==> config.mk <==
export PLATFORM = sky130hd
export DESIGN_NAME = qadc_seq
export DESIGN_NICKNAME = d
export VERILOG_FILES = /design/src/rtl/qseq_pkg.sv /design/src/rtl/qseq_queue.sv /design/src/rtl/qseq_engine.sv /design/src/rtl/qadc_seq.sv
export SDC_FILE = /design/constraint.sdc
export NUM_CORES = 1
export LEC_CHECK = 0
export BUFFER_PORTS_ARGS = -buffer_cell sky130_fd_sc_hd__buf_2
export CAP_MARGIN = 30
export CORE_MARGIN = 8
export CORE_UTILIZATION = 35
export CTS_CLUSTER_DIAMETER = 200
export DETAILED_ROUTE_END_ITERATION = 8
export PLACE_DENSITY = 0.66
export SLEW_MARGIN = 30
export SYNTH_ARGS = -nofsm -noshare
export SYNTH_HDL_FRONTEND = slang
export SYNTH_HIERARCHICAL = 1
export SYNTH_SLANG_ARGS = --single-unit
==> constraint.sdc <==
create_clock -name clk -period 4.2 [get_ports clk]
set_clock_uncertainty 0.15 [all_clocks]
set_input_delay 0.63 -clock clk [delete_from_list [all_inputs] [get_ports clk]]
set_output_delay 0.63 -clock clk [all_outputs]
set_load 0.1 [all_outputs]
==> src/rtl/qseq_pkg.sv <==
// Package: shared types for the queued conversion sequencer.
// Assumes a 9-bit command word with a 6-bit channel field.
package qseq_pkg;
    localparam int CH_W   = 6;
    localparam int CMD_W  = 9;

    typedef struct packed {
        logic       pause;
        logic [1:0] stime;
        logic [5:0] chan;
    } ccw_t;

    typedef enum logic [2:0] {
        S_DISP, S_INIT, S_FINAL, S_START, S_WAIT, S_WRITE
    } seq_st_e;
endpackage

==> src/rtl/qseq_queue.sv <==
// Module: per-queue control. Holds the pointer, the active/hold state,
// the arm bit and the three flags of one queue.
// Assumes the engine raises ev_end only for an active queue and ev_adv
// only for an active, unheld queue.
module qseq_queue #(
    parameter int DEPTH = 64,
    parameter int AW    = $clog2(DEPTH)
) (
    input  logic        clk,
    input  logic        rst_n,
    input  logic        trig,
    input  logic        en_set,
    input  logic        en_clr,
    input  logic        cont,
    input  logic [AW:0] start_idx,
    input  logic        ev_end,
    input  logic        ev_adv,
    input  logic        ev_pause,
    input  logic        clr_pf,
    input  logic        clr_cf,
    input  logic        clr_tor,
    output logic        run,
    output logic        hold,
    output logic [AW:0] ptr,
    output logic        en,
    output logic        pf,
    output logic        cf,
    output logic        tor
);
    // Queue state update: clears first, so a set in the same cycle wins.
    always_ff @(posedge clk) begin
        if (!rst_n) begin
            run  <= 1'b0;
            hold <= 1'b0;
            ptr  <= '0;
            en   <= 1'b0;
            pf   <= 1'b0;
            cf   <= 1'b0;
            tor  <= 1'b0;
        end else begin
            if (clr_pf)  pf  <= 1'b0;
            if (clr_cf)  cf  <= 1'b0;
            if (clr_tor) tor <= 1'b0;

            if (en_set)
                en <= 1'b1;
            else if (en_clr || (ev_end && !cont))
                en <= 1'b0;

            if (ev_end) begin
                ptr <= start_idx;
                cf  <= 1'b1;
                run <= cont && en && !en_clr;
            end else if (ev_adv) begin
                ptr <= ptr + 1'b1;
                if (ev_pause) begin
                    hold <= 1'b1;
                    pf   <= 1'b1;
                end
            end

            if (trig && en) begin
                if (!run) begin
                    run <= 1'b1;
                    ptr <= start_idx;
                end else if (hold) begin
                    hold <= 1'b0;
                end else begin
                    tor <= 1'b1;
                end
            end
        end
    end

    a_r5_pause_holds: assert property (@(posedge clk) disable iff (!rst_n)
        (ev_adv && ev_pause) |=> (hold && pf));

    a_r11_overrun: assert property (@(posedge clk) disable iff (!rst_n)
        (trig && en && run && !hold) |=> tor);

    a_r9_single_disarms: assert property (@(posedge clk) disable iff (!rst_n)
        (ev_end && !cont && !en_set) |=> !en);

    a_r8_ptr_bound: assert property (@(posedge clk) disable iff (!rst_n)
        ptr <= (AW+1)'(DEPTH));
endmodule

==> src/rtl/qseq_engine.sv <==
// Module: conversion engine. Picks the ready queue (queue 1 first) at each
// command boundary, detects end of queue, times the two sample phases,
// runs the converter handshake and writes the result.
// Assumes the command RAM reads combinationally and cnv_done arrives
// no earlier than the cycle after cnv_start.
module qseq_engine
    import qseq_pkg::*;
#(
    parameter int DEPTH    = 64,
    parameter int AW       = $clog2(DEPTH),
    parameter int RES_W    = 10,
    parameter int INIT_CYC = 2
) (
    input  logic             clk,
    input  logic             rst_n,
    input  logic [1:0]       q_run,
    input  logic [1:0]       q_hold,
    input  logic [AW:0]      ptr_a,
    input  logic [AW:0]      ptr_b,
    input  logic [AW:0]      lim_a,
    input  logic [AW:0]      lim_b,
    output logic [AW-1:0]    cmd_addr,
    input  logic [CMD_W-1:0] cmd_word,
    output logic [1:0]       ev_end,
    output logic [1:0]       ev_adv,
    output logic             ev_pause,
    output logic [1:0]       phase,
    output logic             cnv_start,
    output logic [CH_W-1:0]  cnv_chan,
    input  logic             cnv_done,
    input  logic [RES_W-1:0] cnv_data,
    output logic             res_we,
    output logic [AW-1:0]    res_addr,
    output logic [RES_W-1:0] res_data
);
    localparam int MAXC  = (INIT_CYC > 16) ? INIT_CYC : 16;
    localparam int CNT_W = $clog2(MAXC + 1);

    seq_st_e          state;
    logic [CNT_W-1:0] cnt;
    logic             cur_q;
    logic [AW-1:0]    cur_idx;
    ccw_t             cur;
    logic [RES_W-1:0] rdata;

    logic [1:0]  rdy;
    logic        any_rdy;
    logic        sel_q;
    logic [AW:0] sel_ptr;
    logic [AW:0] sel_lim;
    ccw_t        word;
    logic        at_end;

    // Queue selection and end-of-queue detection at the command boundary.
    always_comb begin
        rdy      = q_run & ~q_hold;
        any_rdy  = |rdy;
        sel_q    = !rdy[0];
        sel_ptr  = sel_q ? ptr_b : ptr_a;
        sel_lim  = sel_q ? lim_b : lim_a;
        cmd_addr = (state == S_DISP) ? sel_ptr[AW-1:0] : cur_idx;
        word     = ccw_t'(cmd_word);
        at_end   = (sel_ptr >= sel_lim) || (word.chan == '1);
    end

    // Event strobes and converter-side outputs decoded from the state.
    always_comb begin
        ev_end    = (state == S_DISP && any_rdy && at_end) ? (2'b01 << sel_q) : 2'b00;
        ev_adv    = (state == S_WRITE) ? (2'b01 << cur_q) : 2'b00;
        ev_pause  = (state == S_WRITE) && cur.pause;
        cnv_start = (state == S_START);
        cnv_chan  = cur.chan;
        res_we    = (state == S_WRITE);
        res_addr  = cur_idx;
        res_data  = rdata;
        unique case (state)
            S_INIT:          phase = 2'd1;
            S_FINAL:         phase = 2'd2;
            S_START, S_WAIT: phase = 2'd3;
            default:         phase = 2'd0;
        endcase
    end

    // Command sequencing: latch the command, time the phases, capture data.
    always_ff @(posedge clk) begin
        if (!rst_n) begin
            state   <= S_DISP;
            cnt     <= '0;
            cur_q   <= 1'b0;
            cur_idx <= '0;
            cur     <= '0;
            rdata   <= '0;
        end else begin
            unique case (state)
                S_DISP: begin
                    if (any_rdy && !at_end) begin
                        cur_q   <= sel_q;
                        cur_idx <= sel_ptr[AW-1:0];
                        cur     <= word;
                        cnt     <= CNT_W'(INIT_CYC - 1);
                        state   <= S_INIT;
                    end
                end
                S_INIT: begin
                    if (cnt == '0) begin
                        cnt   <= CNT_W'((32'd2 << cur.stime) - 32'd1);
                        state <= S_FINAL;
                    end else begin
                        cnt <= cnt - 1'b1;
                    end
                end
                S_FINAL: begin
                    if (cnt == '0) state <= S_START;
                    else           cnt   <= cnt - 1'b1;
                end
                S_START: state <= S_WAIT;
                S_WAIT: begin
                    if (cnv_done) begin
                        rdata <= cnv_data;
                        state <= S_WRITE;
                    end
                end
                S_WRITE: state <= S_DISP;
                default: state <= S_DISP;
            endcase
        end
    end

    a_r2_resolve_after_final: assert property (@(posedge clk) disable iff (!rst_n)
        (phase == 2'd3 && $past(phase) != 2'd3) |-> ($past(phase) == 2'd2));

    a_r2_start_single: assert property (@(posedge clk) disable iff (!rst_n)
        cnv_start |=> (!cnv_start && phase == 2'd3));

    a_r6_end_no_start: assert property (@(posedge clk) disable iff (!rst_n)
        (|ev_end) |=> !cnv_start);

    a_r4_write_once: assert property (@(posedge clk) disable iff (!rst_n)
        res_we |=> !res_we);
endmodule

==> src/rtl/qadc_seq.sv <==
// Module: top of the queued conversion sequencer. Instantiates two queue
// controllers and the engine, and derives the queue limits and the interrupt.
// Assumes bq2 values above DEPTH mean "queue 2 empty".
module qadc_seq
    import qseq_pkg::*;
#(
    parameter int DEPTH    = 64,
    parameter int AW       = $clog2(DEPTH),
    parameter int RES_W    = 10,
    parameter int INIT_CYC = 2
) (
    input  logic             clk,
    input  logic             rst_n,
    input  logic [1:0]       trig,
    input  logic [1:0]       en_set,
    input  logic [1:0]       en_clr,
    input  logic [1:0]       cont,
    input  logic [AW:0]      bq2,
    input  logic [1:0]       pause_ie,
    input  logic [1:0]       done_ie,
    input  logic [5:0]       flag_clr,
    output logic [AW-1:0]    cmd_addr,
    input  logic [8:0]       cmd_word,
    output logic             res_we,
    output logic [AW-1:0]    res_addr,
    output logic [RES_W-1:0] res_data,
    output logic [1:0]       cnv_phase,
    output logic             cnv_start,
    output logic [5:0]       cnv_chan,
    input  logic             cnv_done,
    input  logic [RES_W-1:0] cnv_data,
    output logic [1:0]       q_active,
    output logic [1:0]       q_en,
    output logic [1:0]       pause_flag,
    output logic [1:0]       done_flag,
    output logic [1:0]       overrun_flag,
    output logic             irq
);
    localparam logic [AW:0] TOP = (AW+1)'(DEPTH);

    logic [AW:0] bq2_eff;
    logic [AW:0] qptr  [2];
    logic [AW:0] qstart[2];
    logic [1:0]  qhold;
    logic [1:0]  ev_end;
    logic [1:0]  ev_adv;
    logic        ev_pause;

    // Clamp the queue boundary into the RAM and form each queue's first index.
    always_comb begin
        bq2_eff   = (bq2 > TOP) ? TOP : bq2;
        qstart[0] = '0;
        qstart[1] = bq2_eff;
    end

    for (genvar q = 0; q < 2; q++) begin : g_queue
        qseq_queue #(.DEPTH(DEPTH), .AW(AW)) u_queue (
            .clk       (clk),
            .rst_n     (rst_n),
            .trig      (trig[q]),
            .en_set    (en_set[q]),
            .en_clr    (en_clr[q]),
            .cont      (cont[q]),
            .start_idx (qstart[q]),
            .ev_end    (ev_end[q]),
            .ev_adv    (ev_adv[q]),
            .ev_pause  (ev_pause),
            .clr_pf    (flag_clr[q]),
            .clr_cf    (flag_clr[2+q]),
            .clr_tor   (flag_clr[4+q]),
            .run       (q_active[q]),
            .hold      (qhold[q]),
            .ptr       (qptr[q]),
            .en        (q_en[q]),
            .pf        (pause_flag[q]),
            .cf        (done_flag[q]),
            .tor       (overrun_flag[q])
        );
    end

    qseq_engine #(.DEPTH(DEPTH), .AW(AW), .RES_W(RES_W), .INIT_CYC(INIT_CYC)) u_engine (
        .clk       (clk),
        .rst_n     (rst_n),
        .q_run     (q_active),
        .q_hold    (qhold),
        .ptr_a     (qptr[0]),
        .ptr_b     (qptr[1]),
        .lim_a     (bq2_eff),
        .lim_b     (TOP),
        .cmd_addr  (cmd_addr),
        .cmd_word  (cmd_word),
        .ev_end    (ev_end),
        .ev_adv    (ev_adv),
        .ev_pause  (ev_pause),
        .phase     (cnv_phase),
        .cnv_start (cnv_start),
        .cnv_chan  (cnv_chan),
        .cnv_done  (cnv_done),
        .cnv_data  (cnv_data),
        .res_we    (res_we),
        .res_addr  (res_addr),
        .res_data  (res_data)
    );

    // Interrupt request from the enabled pause and done flags.
    always_comb irq = |(pause_flag & pause_ie) | |(done_flag & done_ie);

    a_r10_q1_first: assert property (@(posedge clk) disable iff (!rst_n)
        (q_active[0] && !qhold[0]) |-> !ev_end[1]);
endmodule

* Yosys cells after proc, flatten, opt, wreduce, memory -nomap -nowiden
Index checks and enable logic that the tools add are counted.
** Word-level totals
- Flip-flop bits (word level) :: 60
- Word-level logic and storage cells :: 149
- Latch bits :: 0
- Memories kept :: 0
- RAM bits :: 0
- Memory bits (read-only) :: 0
- Input port bits :: 47
** Cells by class
- Reduce and logical (&&, ||, !) cells :: 36
- $add $sub $neg :: 4
- Order comparisons :: 2
- Div/mod/pow operators :: 0
- Multiplexer cells :: 66
- Shift-type cells :: 3
- Equality and inequality tests :: 11
- Bitwise operators :: 5
- $mul :: 0
** Operators by type and width (number)
- 7-bit 2-to-1 mux :: 11
- 1-bit 2-to-1 mux :: 42
- 5-bit 2-to-1 mux :: 3
- 3-bit case mux with 5 select lines :: 1
- 5-bit case mux with 3 select lines :: 1
- 7-bit by 1-bit adder with 7-bit output (second input constant) :: 2
- 1-bit logical AND :: 12
- 3-bit 2-to-1 mux :: 4
- 5-bit by 1-bit subtractor with 5-bit output (second input constant) :: 2
- 2-bit nonzero test :: 4
- 2-bit OR reduction :: 4
- 7-bit >= comparator :: 1
- 7-bit greater-than comparator (second input constant) :: 1
- 2-bit bitwise AND :: 3
- 3-bit by 2-bit == test with 1-bit output (second input constant) :: 2
- 3-bit == test (second input constant) :: 2
- 6-bit == test (second input constant) :: 1
- 1-bit zero test :: 6
- 6-bit 2-to-1 mux :: 1
- 2-bit inequality test (second input constant) :: 3
- 2-bit case mux with 3 select lines :: 1
- 5-bit zero test :: 1
- 2-bit by 2-bit << shifter with 5-bit output (first input constant) :: 1
- 2-bit 2-to-1 mux :: 2
- other kinds (11) :: 16

* Logic depth before layout (Yosys ltp)
Gate-level depths: netlist of the first run.
- Depth in word-level cells :: 11
- Depth in mapped cells :: 14
- Gate-level depth less buffers :: 12

* Cells and area by module
The synthesis of the first run kept the hierarchy.
** By module, submodules not included
- qseq_engine :: area each 2050.7 um^2, instances 1, cells each 267, seq. area each 680.7 um^2
- qseq_queue :: area each 633.1 um^2, instances 2, cells each 71, seq. area each 260.2 um^2
- qadc_seq :: area each 67.6 um^2, instances 1, cells each 12, seq. area each 0.0 um^2

* Worst setup path after synthesis of the first run
No wires, ideal clock.
- Path type :: reg2out
- From :: register g_queue[0].u_queue.run
- To :: output port cmd_addr[0]
- Path buffers :: 0
- Slack :: 416 ps
- Stages on the path, launching flop included :: 4
- Arrival time :: 3004 ps
- Cells stage by stage :: dfxtp_1 nor2b_1 mux2i_1 a21oi_1
** On the way
- Cells in the longest elaborated chain, start to end :: 3
** RTL lines
- start: declaration :: line qseq_queue.sv:22 : output logic run,
- start signal: assignment :: line qseq_queue.sv:53 : run <= cont && en && !en_clr;
- 2-bit bitwise AND :: line qseq_engine.sv:56 : rdy = q_run & ~q_hold;
- 7-bit 2-to-1 mux :: line qseq_engine.sv:59 : sel_ptr = sel_q ? ptr_b : ptr_a;
- 6-bit 2-to-1 mux :: line qseq_engine.sv:61 : cmd_addr = (state == S_DISP) ? sel_ptr[AW-1:0] : cur_idx;
- end: declaration :: line qadc_seq.sv:22 : output logic [AW-1:0] cmd_addr,
No other way between the ends.

* Final worst setup path of the first run
- From :: register g_queue[0].u_queue.run
- To :: register g_queue[1].u_queue.ptr[5]
** On the way
- Cells in the longest elaborated chain, start to end :: 9
- Elaborated cells between the ends (all ways) :: 14
- Those cells by class :: order compare: 1; shift: 1; mux: 6; bitwise: 1; reduce/logical: 5
** RTL lines
- 2-bit bitwise AND (*) :: line qseq_engine.sv:56
- 7-bit 2-to-1 mux, on equally long branches :: line qseq_engine.sv:59, qseq_engine.sv:60
- 7-bit >= comparator :: line qseq_engine.sv:63 : at_end = (sel_ptr >= sel_lim) || (word.chan == '1);
- 1-bit logical OR :: line qseq_engine.sv:63
- 1-bit logical AND :: line qseq_engine.sv:68 : ev_end = (state == S_DISP && any_rdy && at_end) ? (2'b01 << sel_q) : 2'b00;
- 2-bit 2-to-1 mux (*) :: line qseq_engine.sv:68
- named net ev_end[1] :: line qadc_seq.sv:45 : logic [1:0] ev_end;
- 7-bit 2-to-1 mux (*) :: line qseq_queue.sv:50 : if (ev_end) begin
- 7-bit 2-to-1 mux :: line qseq_queue.sv:63 : if (!run) begin
- 7-bit 2-to-1 mux (*) :: line qseq_queue.sv:62 : if (trig && en) begin
- end signal: assignment :: line qseq_queue.sv:51 : ptr <= start_idx;
- end signal: assignment :: line qseq_queue.sv:55 : ptr <= ptr + 1'b1;
- end signal: assignment :: line qseq_queue.sv:65 : ptr <= start_idx;
- end: declaration :: line qseq_queue.sv:24 : output logic [AW:0] ptr,
The timed path passes the listed nets; every way through them passes the cells marked *.
A chain may end at the register's enable or synchronous reset.

==> results.sh, run 1 <==
export IMPL_finalSetupTns_ns=0
export IMPL_start_util_pct=35.3
export IMPL_cts_buffer_depth=2
export IMPL_area_growth_pct=19.9
export IMPL_drive_above_1_share_pct=23.4
export IMPL_rows=36
export IMPL_vias=3258
export IMPL_yosysWarnings=6
export IMPL_holdCritPathClass="flip-flop to flip-flop"
export IMPL_n_antenna_cell=0
export IMPL_finalSetupViolations=0
export IMPL_yosys_area_top_type_share_pct=35.5
export IMPL_finalHoldViolations=0
export IMPL_cts_root_buf="clkbuf_8"
export IMPL_dp_cells=630
export IMPL_core_um2=9590
export IMPL_crit_chain="nor2b_1 > mux2i_1 > ha_1 > nand2b_1 > a31oi_1 > o21ai_1 > o21ai_0 > nor2_1 > inv_1 > nand2_1 > o311a_1"
export IMPL_cts_buffers=9
export IMPL_worst_pin_slew_ns=0.741
export IMPL_end_kind="flip-flop"
export IMPL_die_w_um=114
export IMPL_rsz0062_at_grt="false"
export IMPL_whs_path_depth=2
export IMPL_grt_remaining_overflow=0
export IMPL_max_stage_delay_ns=0.47
export IMPL_cp_top_family="compound AO/OA/AOI/OAI gates"
export IMPL_synthCells=421
export IMPL_dr_first_iter_drc_count=182
export IMPL_design_die_area_um2=13100
export IMPL_wl_per_cell_um=14.4
export IMPL_synthesis_area_um2=3380
export IMPL_hold_end="u_engine/res_data[4]"
export IMPL_grt_pass1_wl_um=15400
export IMPL_r2r_setup_slack_ns=0.59
export IMPL_yosysUniqueCellTypes=52
export IMPL_cap_violations=0
export IMPL_grt_pass1_vias=3236
export IMPL_ys_seq_elements=60
export IMPL_reg2reg_from="g_queue[0].u_queue/run"
export IMPL_clkTransAtPathRegs_ns=0.07
export IMPL_crit_path_start_kind="flip-flop"
export IMPL_syn_avg_cell_area_um2=8.04
export IMPL_timing_critical_path_buf_inv=1
export IMPL_antenna_found_initial=0
export IMPL_r2r_end="g_queue[1].u_queue/ptr[5]"
export IMPL_ios=90
export IMPL_place_hpwl_um=7150
export IMPL_cp_required_ns=4.27
export IMPL_worst_ep_arrival_time_ns=3.68
export IMPL_synth_seq_area_share_pct=35.5
export IMPL_post_cts_resized=0
export IMPL_postRouteAntennaNets=0
export IMPL_io_buffers=89
export IMPL_tritoncts="yes"
export IMPL_period_share_pct=86.1
export IMPL_grt_max_degree=29
export IMPL_wirelength_um=9260
export IMPL_clock_sinks=60
export IMPL_layout_commonest_cell="buf_2"
export IMPL_p_per_area_nw_per_um2=437
export IMPL_final_cell_mix="buf_2, nand2_1, dfxtp_1, a21oi_1"
export IMPL_post_cts_buffers=0
export IMPL_hold_buffers=0
export IMPL_hold_start="u_engine/res_data[4]"
export IMPL_slowest_stage="nor2b_1"
export IMPL_layout_cells_non_filler=645
export IMPL_h_tree_depth=3
export IMPL_track_usage_pct=14.5
export IMPL_maxSlewHeadroom_pct=50.6
export IMPL_maxSlewViolCount=0
export IMPL_drc=0
export IMPL_setup_worst_path_start="g_queue[0].u_queue/run"
export IMPL_reg2reg_depth=11
export IMPL_vias_per_cell=5.05
export IMPL_synth_top_area_cell="dfxtp_1"
export IMPL_clk_latency_ns=0.34
export IMPL_synth_area_top_cells="dfxtp_1, a21oi_1, nand2_1"
export IMPL_first_pass_iters=4
export IMPL_power_leakage_nw=1.82
export IMPL_crit_fanout=12
export IMPL_max_freq_mhz=277
export IMPL_fin_nets=565
export IMPL_max_vdd_ir_drop_uv=296
export IMPL_outcome="completed"
export IMPL_finalCriticalPeriod_ns=3.61
export IMPL_critPathKind="flip-flop to flip-flop"
export IMPL_gp_congestion=0.799
export IMPL_die_y_um=114
layer usage:
metal  track usage [%]  vias to the layer above  routed length [um]
met1              17.2                     1532                4060
met4              6.74                        0                 193
met2              24.6                       53                4700
li1                  -                     1659                   -
met3              2.95                       14                 301
met5                 0                        -                   0
worst register-to-register path: cells and delay by family, from the launching register on:
kind / cells / cell delay [ns]
flops: 1 / 0.42
compound gates: 4 / 1.08
mux: 1 / 0.35
buf+inv: 1 / 0.32
fa+ha+maj: 1 / 0.27
simple gates: 4 / 0.90
how the worst max path moves through the flow:
stage | end | slack [ns] | depth (start not counted)
after floorplan | cmd_addr[0] | 0.42 | 3
after global placement | g_queue[1].u_queue/ptr[6] | 0.83 | 12
after detailed placement | g_queue[1].u_queue/ptr[5] | 0.63 | 11
after CTS | g_queue[1].u_queue/ptr[5] | 0.60 | 11
after global routing | g_queue[1].u_queue/ptr[6] | 0.28 | 11
final | g_queue[1].u_queue/ptr[5] | 0.59 | 11
Yosys cell counts, drive strengths merged:
library cell and instances:
nand2 67, dfxtp 60, a21oi 56, nor3 21, o21ai 20, buf 18, nor2 18, a211oi 15
inv 15, nand3 13, nor2b 12, mux2i 11, ha 10, clkbuf 9, nand4 7, o21a 7
nand2b 6, xor2 6, a21o 5, mux2 5, o311a 4, and2 3, and3 3, xnor2 3
a22oi 2, a32oi 2, and3b 2, clkinv 2, conb 2, nand3b 2, nor4bb 2, o211ai 2
o22ai 2, o32ai 2, a31o 1, a31oi 1, a41o 1, o2111ai 1, o211a 1, o32a 1
or4b 1
kinds of logic (layout without fill, tap and decap cells):
group | after synthesis | count (layout) | share of synthesized area (%)
compound gates | 123 | 123 | 22.8
mux | 16 | 16 | 4.92
simple gates | 157 | 157 | 23.2
buf+inv | 44 | 123 | 7.36
xor+xnor | 9 | 9 | 2.33
fa+ha+maj | 10 | 10 | 3.70
other cells | 2 | 14 | 0.222
flops | 60 | 60 | 35.5
stage by stage:
stage / setup WS, ns / hold slack, ns / power, mW / util, % / instance area, um2
after floorplan: 0.416 / 0.275 / 1.20 / - / 3430
after global placement: 0.831 / 0.288 / 1.29 / 40.3 / 3870
after detailed placement: 0.629 / 0.294 / 1.29 / 40.3 / 3870
after CTS: 0.602 / 0.303 / 1.79 / 42.3 / 4060
after global routing: 0.279 / 0.322 / 1.86 / 42.3 / 4060
final: 0.586 / 0.299 / 1.77 / 42.3 / 4060
cell type report:
class | instances | area (um2)
clock buffer | 14 | 183
multi-input combinational | 329 | 1980
sequential | 60 | 1200
inverter | 17 | 63.8
fill | 985 | 5540
timing repair buffer | 91 | 460
tap | 133 | 166
clock inverter | 1 | 5.00
report_power, final:
| group | internal [mW] | switching [mW] | total (mW) |
|---|---|---|---|
| registers | 0.611 | 0.0479 | 0.659 |
| logic | 0.163 | 0.460 | 0.623 |
| clock network | 0.275 | 0.216 | 0.491 |
state kept, by name, summed over array words and instances (netlist names):
register	cells
g_queue.u_queue/ptr	14
u_engine/res_data	10
u_engine/cnv_chan	6
u_engine/res_addr	6
u_engine/cnt	5
u_engine/cur	3
u_engine/state	3
g_queue.u_queue/cf	2
g_queue.u_queue/en	2
g_queue.u_queue/hold	2
g_queue.u_queue/pf	2
g_queue.u_queue/run	2
g_queue.u_queue/tor	2
u_engine/cur_q	1
Power figures use the tool's default switching activity.
==> run 2, diff against run 1 <==
CORE_UTILIZATION = 50   (was 35)
PLACE_DENSITY = 0.85   (was 0.66)
==> results.sh, run 2 (same netlist as run 1, synthesis figures left out) <==
export IMPL_dr_first_iter_drc_count=191
export IMPL_wl_met3_um=439
export IMPL_antenna_found_initial=0
export IMPL_cp_required_ns=4.29
export IMPL_r2r_end="g_queue[1].u_queue/ptr[6]"
export IMPL_grt_max_degree=29
export IMPL_maxSlewHeadroom_pct=49.9
export IMPL_grt_pass1_wl_um=15600
export IMPL_post_cts_buffers=0
export IMPL_holdCritPathClass="flip-flop to flip-flop"
export IMPL_period_share_pct=83.4
export IMPL_clock_sinks=60
export IMPL_track_usage_pct=19.6
export IMPL_post_cts_resized=0
export IMPL_wl_per_cell_um=15.9
export IMPL_hold_start="u_engine/res_data[2]"
export IMPL_crit_path_start_kind="flip-flop"
export IMPL_core_um2=6680
export IMPL_max_freq_mhz=286
export IMPL_clk_latency_ns=0.35
export IMPL_hold_end="u_engine/res_data[2]"
export IMPL_drt_met1_wl_um=3880
export IMPL_whs_path_depth=2
export IMPL_p_per_area_nw_per_um2=468
export IMPL_first_pass_iters=5
export IMPL_end_kind="flip-flop"
export IMPL_io_buffers=89
export IMPL_drive_above_1_share_pct=23.8
export IMPL_crit_fanout=12
export IMPL_highest_layer="met4"
export IMPL_wl_met2_um=4860
export IMPL_final_util_pct=60.4
export IMPL_pre_cts_ws_ns=0.813
export IMPL_clkTransAtPathRegs_ns=0.08
export IMPL_critPathKind="flip-flop to flip-flop"
export IMPL_cts_buffer_depth=2
export IMPL_worst_pin_slew_ns=0.751
export IMPL_ios=90
export IMPL_start_util_pct=50.7
export IMPL_gp_congestion=0.937
export IMPL_final_cell_mix="buf_2, nand2_1, dfxtp_1, a21oi_1"
export IMPL_design_die_area_um2=9660
export IMPL_cap_violations=0
export IMPL_layout_commonest_cell="buf_2"
export IMPL_setup_ws_ns=0.698
export IMPL_finalHoldViolations=0
export IMPL_grt_remaining_overflow=0
export IMPL_area_growth_pct=19.3
export IMPL_die_w_um=98.3
export IMPL_max_vdd_ir_drop_uv=342
export IMPL_power_leakage_nw=1.83
export IMPL_die_y_um=98.3
export IMPL_nFillCells=595
export IMPL_outcome="completed"
export IMPL_rows=30
export IMPL_tritoncts="yes"
export IMPL_worst_ep_arrival_time_ns=3.59
export IMPL_largest_register_ffs=14
export IMPL_hold_buffers=0
export IMPL_cts_buffers=9
export IMPL_rsz0062_at_grt="false"
export IMPL_finalSetupTns_ns=0
export IMPL_vias=3397
export IMPL_grt_pass1_vias=3423
export IMPL_h_tree_depth=3
export IMPL_maxSlewViolCount=0
export IMPL_place_hpwl_um=6990
export IMPL_finalSetupViolations=0
export IMPL_r2r_setup_slack_ns=0.70
export IMPL_reg2reg_depth=12
export IMPL_postRouteAntennaNets=0
export IMPL_finalCriticalPeriod_ns=3.50
export IMPL_cts_root_buf="clkbuf_8"
export IMPL_fin_nets=565
export IMPL_drc=0
export IMPL_wirelength_um=9400
export IMPL_n_antenna_cell=0
export IMPL_vias_per_cell=5.73
export IMPL_largest_register="g_queue.u_queue/ptr"
export IMPL_reg2reg_from="g_queue[0].u_queue/run"
export IMPL_p_total_mw=1.89
-- run 2: cell count changes in the layout (fill, tap and decap cells not counted) --
cell and change:
clkbuf_8 -3, clkinv_2 -1, clkbuf_1 -1, clkinv_4 +2, inv_6 +2, bufinv_16 +2
-- run 2: power by group --
group | internal (mW) | leakage (nW) | switching, mW
clock | 0.356 | 0.117 | 0.251
sequential | 0.611 | 0.488 | 0.0484
combinational | 0.163 | 1.23 | 0.461
-- run 2: worst max path at each step --
stage | start | endpoint | slack, ns | cells after the start
5_1_grt | g_queue[0].u_queue/run | g_queue[0].u_queue/ptr[6] | 0.44 | 12
4_1_cts | g_queue[0].u_queue/run | g_queue[0].u_queue/ptr[5] | 0.77 | 12
2_1_floorplan | g_queue[0].u_queue/run | cmd_addr[0] | 0.42 | 3
3_5_place_dp | g_queue[0].u_queue/run | g_queue[1].u_queue/ptr[6] | 0.81 | 12
6_report | g_queue[0].u_queue/run | g_queue[1].u_queue/ptr[6] | 0.70 | 12
3_3_place_gp | g_queue[0].u_queue/run | g_queue[0].u_queue/ptr[5] | 0.98 | 12
-- run 2: final cells by class --
type	count	area, um2	area share [%]
flip-flops and latches	60	1200	29.7
clock inverters	6	95.1	2.36
repair buffers	91	460	11.4
clock buffers	10	138	3.41
inverters	17	63.8	1.58
multi-input cells	329	1980	49.0
well taps	80	100	2.48
-- run 2: layer usage --
metal	up-vias	GRT usage (%)
met1	1598	22.1
met5	-	0
met4	0	12.4
li1	1650	-
met3	23	3.27
met2	126	33.8
-- run 2: through the flow --
stage | hold WS (ns) | cell area (um2) | cells
after floorplan | 0.275 | 3430 | 433
after global placement | 0.287 | 3800 | 577
after detailed placement | 0.297 | 3800 | 577
after CTS | 0.308 | 4040 | 593
after global routing | 0.331 | 4040 | 593
final | 0.310 | 4040 | 593
-- run 2: worst max-delay path, stage by stage, from the launching register on --
cell,delay [ns]
dfxtp_1,0.45
nand2b_1,0.34
nand2_1,0.20
nand2_1,0.11
ha_1,0.33
a21o_1,0.17
a31oi_1,0.19
o21ai_1,0.13
o21ai_0,0.33
nor2_1,0.16
inv_1,0.33
nand2_1,0.13
o311a_1,0.37
==> run 3, diff against run 2 <==
ABC_AREA = 1   (was unset)
clock period = 3.5 ns   (was 4.2 ns; I/O delays follow)
==> results.sh, run 3 <==
export IMPL_synth_compound_area_share_pct=16.7
export IMPL_synth_fa_ha_area_share_pct=3.47
export IMPL_crit_chain="nand2_4 > clkinvlp_4 > or2_2 > o21ai_0 > inv_1 > ha_1 > nand2_1 > nand2_1 > a21oi_4 > and3_4 > nand3b_1 > nor2_4 > nor2_4 > o21ai_0 > a21oi_1"
export IMPL_stdcell_area_um2=4360
export IMPL_outcome="completed"
export IMPL_h_tree_depth=3
export IMPL_worst_pin_slew_ns=0.870
export IMPL_clock_sinks=60
export IMPL_cap_violations=0
export IMPL_largest_register="g_queue.u_queue/ptr"
export IMPL_end_kind="flip-flop"
export IMPL_finalSetupTns_ns=0
export IMPL_rows=31
export IMPL_clkTransAtPathRegs_ns=0.07
export IMPL_grt_remaining_overflow=0
export IMPL_syn_avg_cell_area_um2=7.09
export IMPL_power_leakage_nw=2.16
export IMPL_synth_top_family_by_area="simple AND/OR/NAND/NOR gates"
export IMPL_yosys_area_share_simple_pct=29.8
export IMPL_synth_most_common_cell="nand2_1"
export IMPL_rsz0062_at_grt="false"
export IMPL_cts_root_buf="clkbuf_8"
export IMPL_synth_top_area_cell="dfxtp_1"
export IMPL_worst_ep_arrival_time_ns=3.40
export IMPL_period_share_pct=93.8
export IMPL_maxSlewHeadroom_pct=42.0
export IMPL_n_antenna_cell=0
export IMPL_synth_area_top_cells="dfxtp_1, nand2_1, inv_1"
export IMPL_io_buffers=89
export IMPL_yosys_area_top_type_share_pct=33.3
export IMPL_reg2reg_depth=15
export IMPL_holdCritPathClass="input pin to flip-flop"
export IMPL_final_util_pct=61.0
export IMPL_p_per_area_nw_per_um2=672
export IMPL_layout_commonest_cell="nand2_1"
export IMPL_finalCriticalPeriod_ns=3.28
export IMPL_grt_max_degree=52
export IMPL_max_stage_delay_ns=0.39
export IMPL_synthesis_area_um2=3610
export IMPL_r2r_end="g_queue[0].u_queue/ptr[1]"
export IMPL_synth_seq_area_share_pct=33.3
export IMPL_design_die_area_um2=10200
export IMPL_crit_end="g_queue[0].u_queue/ptr[1]"
export IMPL_first_pass_iters=4
export IMPL_grt_pass1_wl_um=15300
export IMPL_crit_path_start_kind="flip-flop"
export IMPL_track_usage_pct=18.6
export IMPL_dr_first_iter_drc_count=172
export IMPL_r2r_setup_slack_ns=0.22
export IMPL_gp_congestion=0.851
export IMPL_core_um2=7140
export IMPL_pre_cts_ws_ns=0.170
export IMPL_final_cell_mix="nand2_1, buf_2, inv_1, dfxtp_1, nor2_1"
export IMPL_start_util_pct=50.6
export IMPL_die_y_um=101
export IMPL_clk_latency_ns=0.34
export IMPL_cts_buffers=9
export IMPL_ios=90
export IMPL_drc=0
export IMPL_yosysWarnings=6
export IMPL_grt_pass1_vias=3487
export IMPL_cp_top_family="simple AND/OR/NAND/NOR gates"
export IMPL_die_w_um=101
export IMPL_slowest_stage="dfxtp_1"
export IMPL_critical_path_depth=15
export IMPL_drive_above_1_share_pct=27.9
export IMPL_ys_seq_elements=60
export IMPL_max_freq_mhz=305
export IMPL_finalHoldViolations=0
export IMPL_reg2reg_from="g_queue[0].u_queue/run"
export IMPL_tritoncts="yes"
export IMPL_antenna_found_initial=0
export IMPL_setup_ws_ns=0.216
export IMPL_hold_buffers=0
export IMPL_area_growth_pct=20.6
export IMPL_wl_per_cell_um=13.2
export IMPL_wirelength_um=9360
export IMPL_vias=3517
export IMPL_crit_fanout=12
export IMPL_postRouteAntennaNets=0
export IMPL_cp_required_ns=3.62
export IMPL_maxSlewViolCount=0
export IMPL_synthCells=509
export IMPL_max_vdd_ir_drop_uv=372
export IMPL_cts_buffer_depth=2
export IMPL_p_total_mw=2.93
export IMPL_synth_commonest_cells="nand2_1, inv_1, dfxtp_1"
export IMPL_vias_per_cell=4.96
export IMPL_placed_area_um2=4110
export IMPL_yosysUniqueCellTypes=45
export IMPL_synth_edf_count=0
export IMPL_place_hpwl_um=7060
export IMPL_fin_nets=662
export IMPL_async_flop_share_pct=0
export IMPL_ys_flop_type="dfxtp_1"
export IMPL_critPathKind="flip-flop to flip-flop"
export IMPL_synth_xor_area_share_pct=2.18
export IMPL_setup_worst_path_start="g_queue[0].u_queue/run"
export IMPL_finalSetupViolations=0
export IMPL_synth_mux_area_share_pct=2.49
export IMPL_largest_register_ffs=14
export IMPL_timing_critical_path_buf_inv=2
-- run 3: layer usage --
| metal | part of all wire, % | up-vias | track usage [%] |
|---|---|---|---|
| li1 | - | 1802 | - |
| met1 | 42 | 1618 | 20.2 |
| met2 | 51 | 87 | 33.1 |
| met3 | 5.4 | 10 | 4.70 |
| met4 | 1.5 | 0 | 8.59 |
| met5 | 0 | - | 0 |
-- run 3: repair_timing --
item | CTS | global route
endpoints found under the setup margin | 0 | 23
setup buffers | 0 | 1
resized for setup | 0 | 13
-- run 3: cell type report --
cell class              count  area, um2
repair buffers             91        460
multi-input cells         368       2080
fillers                   635       2780
clock buffers              10        128
well taps                  99        124
clock inverters             6       65.1
flip-flops and latches     60       1200
inverters                  75        293
-- run 3: worst min-delay path by stage --
stage                                     from              endpoint  slack [ns]  cells after the start
after CTS                          cmd_word[2]  u_engine/cnv_chan[2]        0.26                      3
after detailed placement  u_engine/res_data[5]  u_engine/res_data[5]        0.28                      2
final                              cmd_word[7]       u_engine/cur[7]        0.27                      3
after floorplan                u_engine/cnt[4]       u_engine/cnt[4]        0.30                      2
after global routing               cmd_word[2]  u_engine/cnv_chan[2]        0.27                      3
after global placement    u_engine/res_data[1]  u_engine/res_data[1]        0.28                      2
-- run 3: where the power goes --
part           total, mW  internal [mW]  switching, mW
Sequential         0.864          0.775         0.0893
Clock              0.619          0.329          0.290
Combinational       1.44          0.350           1.09
-- run 3: kinds of logic (layout without fill, tap and decap cells) --
kind of cell	after synthesis	after routing
other	2	15
AO/OA/AOI/OAI	105	105
multiplexers	9	9
AND/OR/NAND/NOR	220	220
adder cells (fa/ha/maj)	10	10
XOR/XNOR	9	9
flip-flops	60	60
buffers and inverters	94	182
-- run 3: stage by stage --
step,std cells,hold slack [ns]
global route,709,0.272
floorplan,522,0.302
CTS,708,0.256
global placement,692,0.281
detailed placement,692,0.284
finish,709,0.268
-- run 3: worst register-to-register path, cell delays in order, from the launching register on --
cell and delay [ns]:
dfxtp_1 0.39, nand2_4 0.21, clkinvlp_4 0.16, or2_2 0.30, o21ai_0 0.17, inv_1 0.09
ha_1 0.32, nand2_1 0.07, nand2_1 0.08, a21oi_4 0.17, and3_4 0.23, nand3b_1 0.22
nor2_4 0.10, nor2_4 0.25, o21ai_0 0.14, a21oi_1 0.17
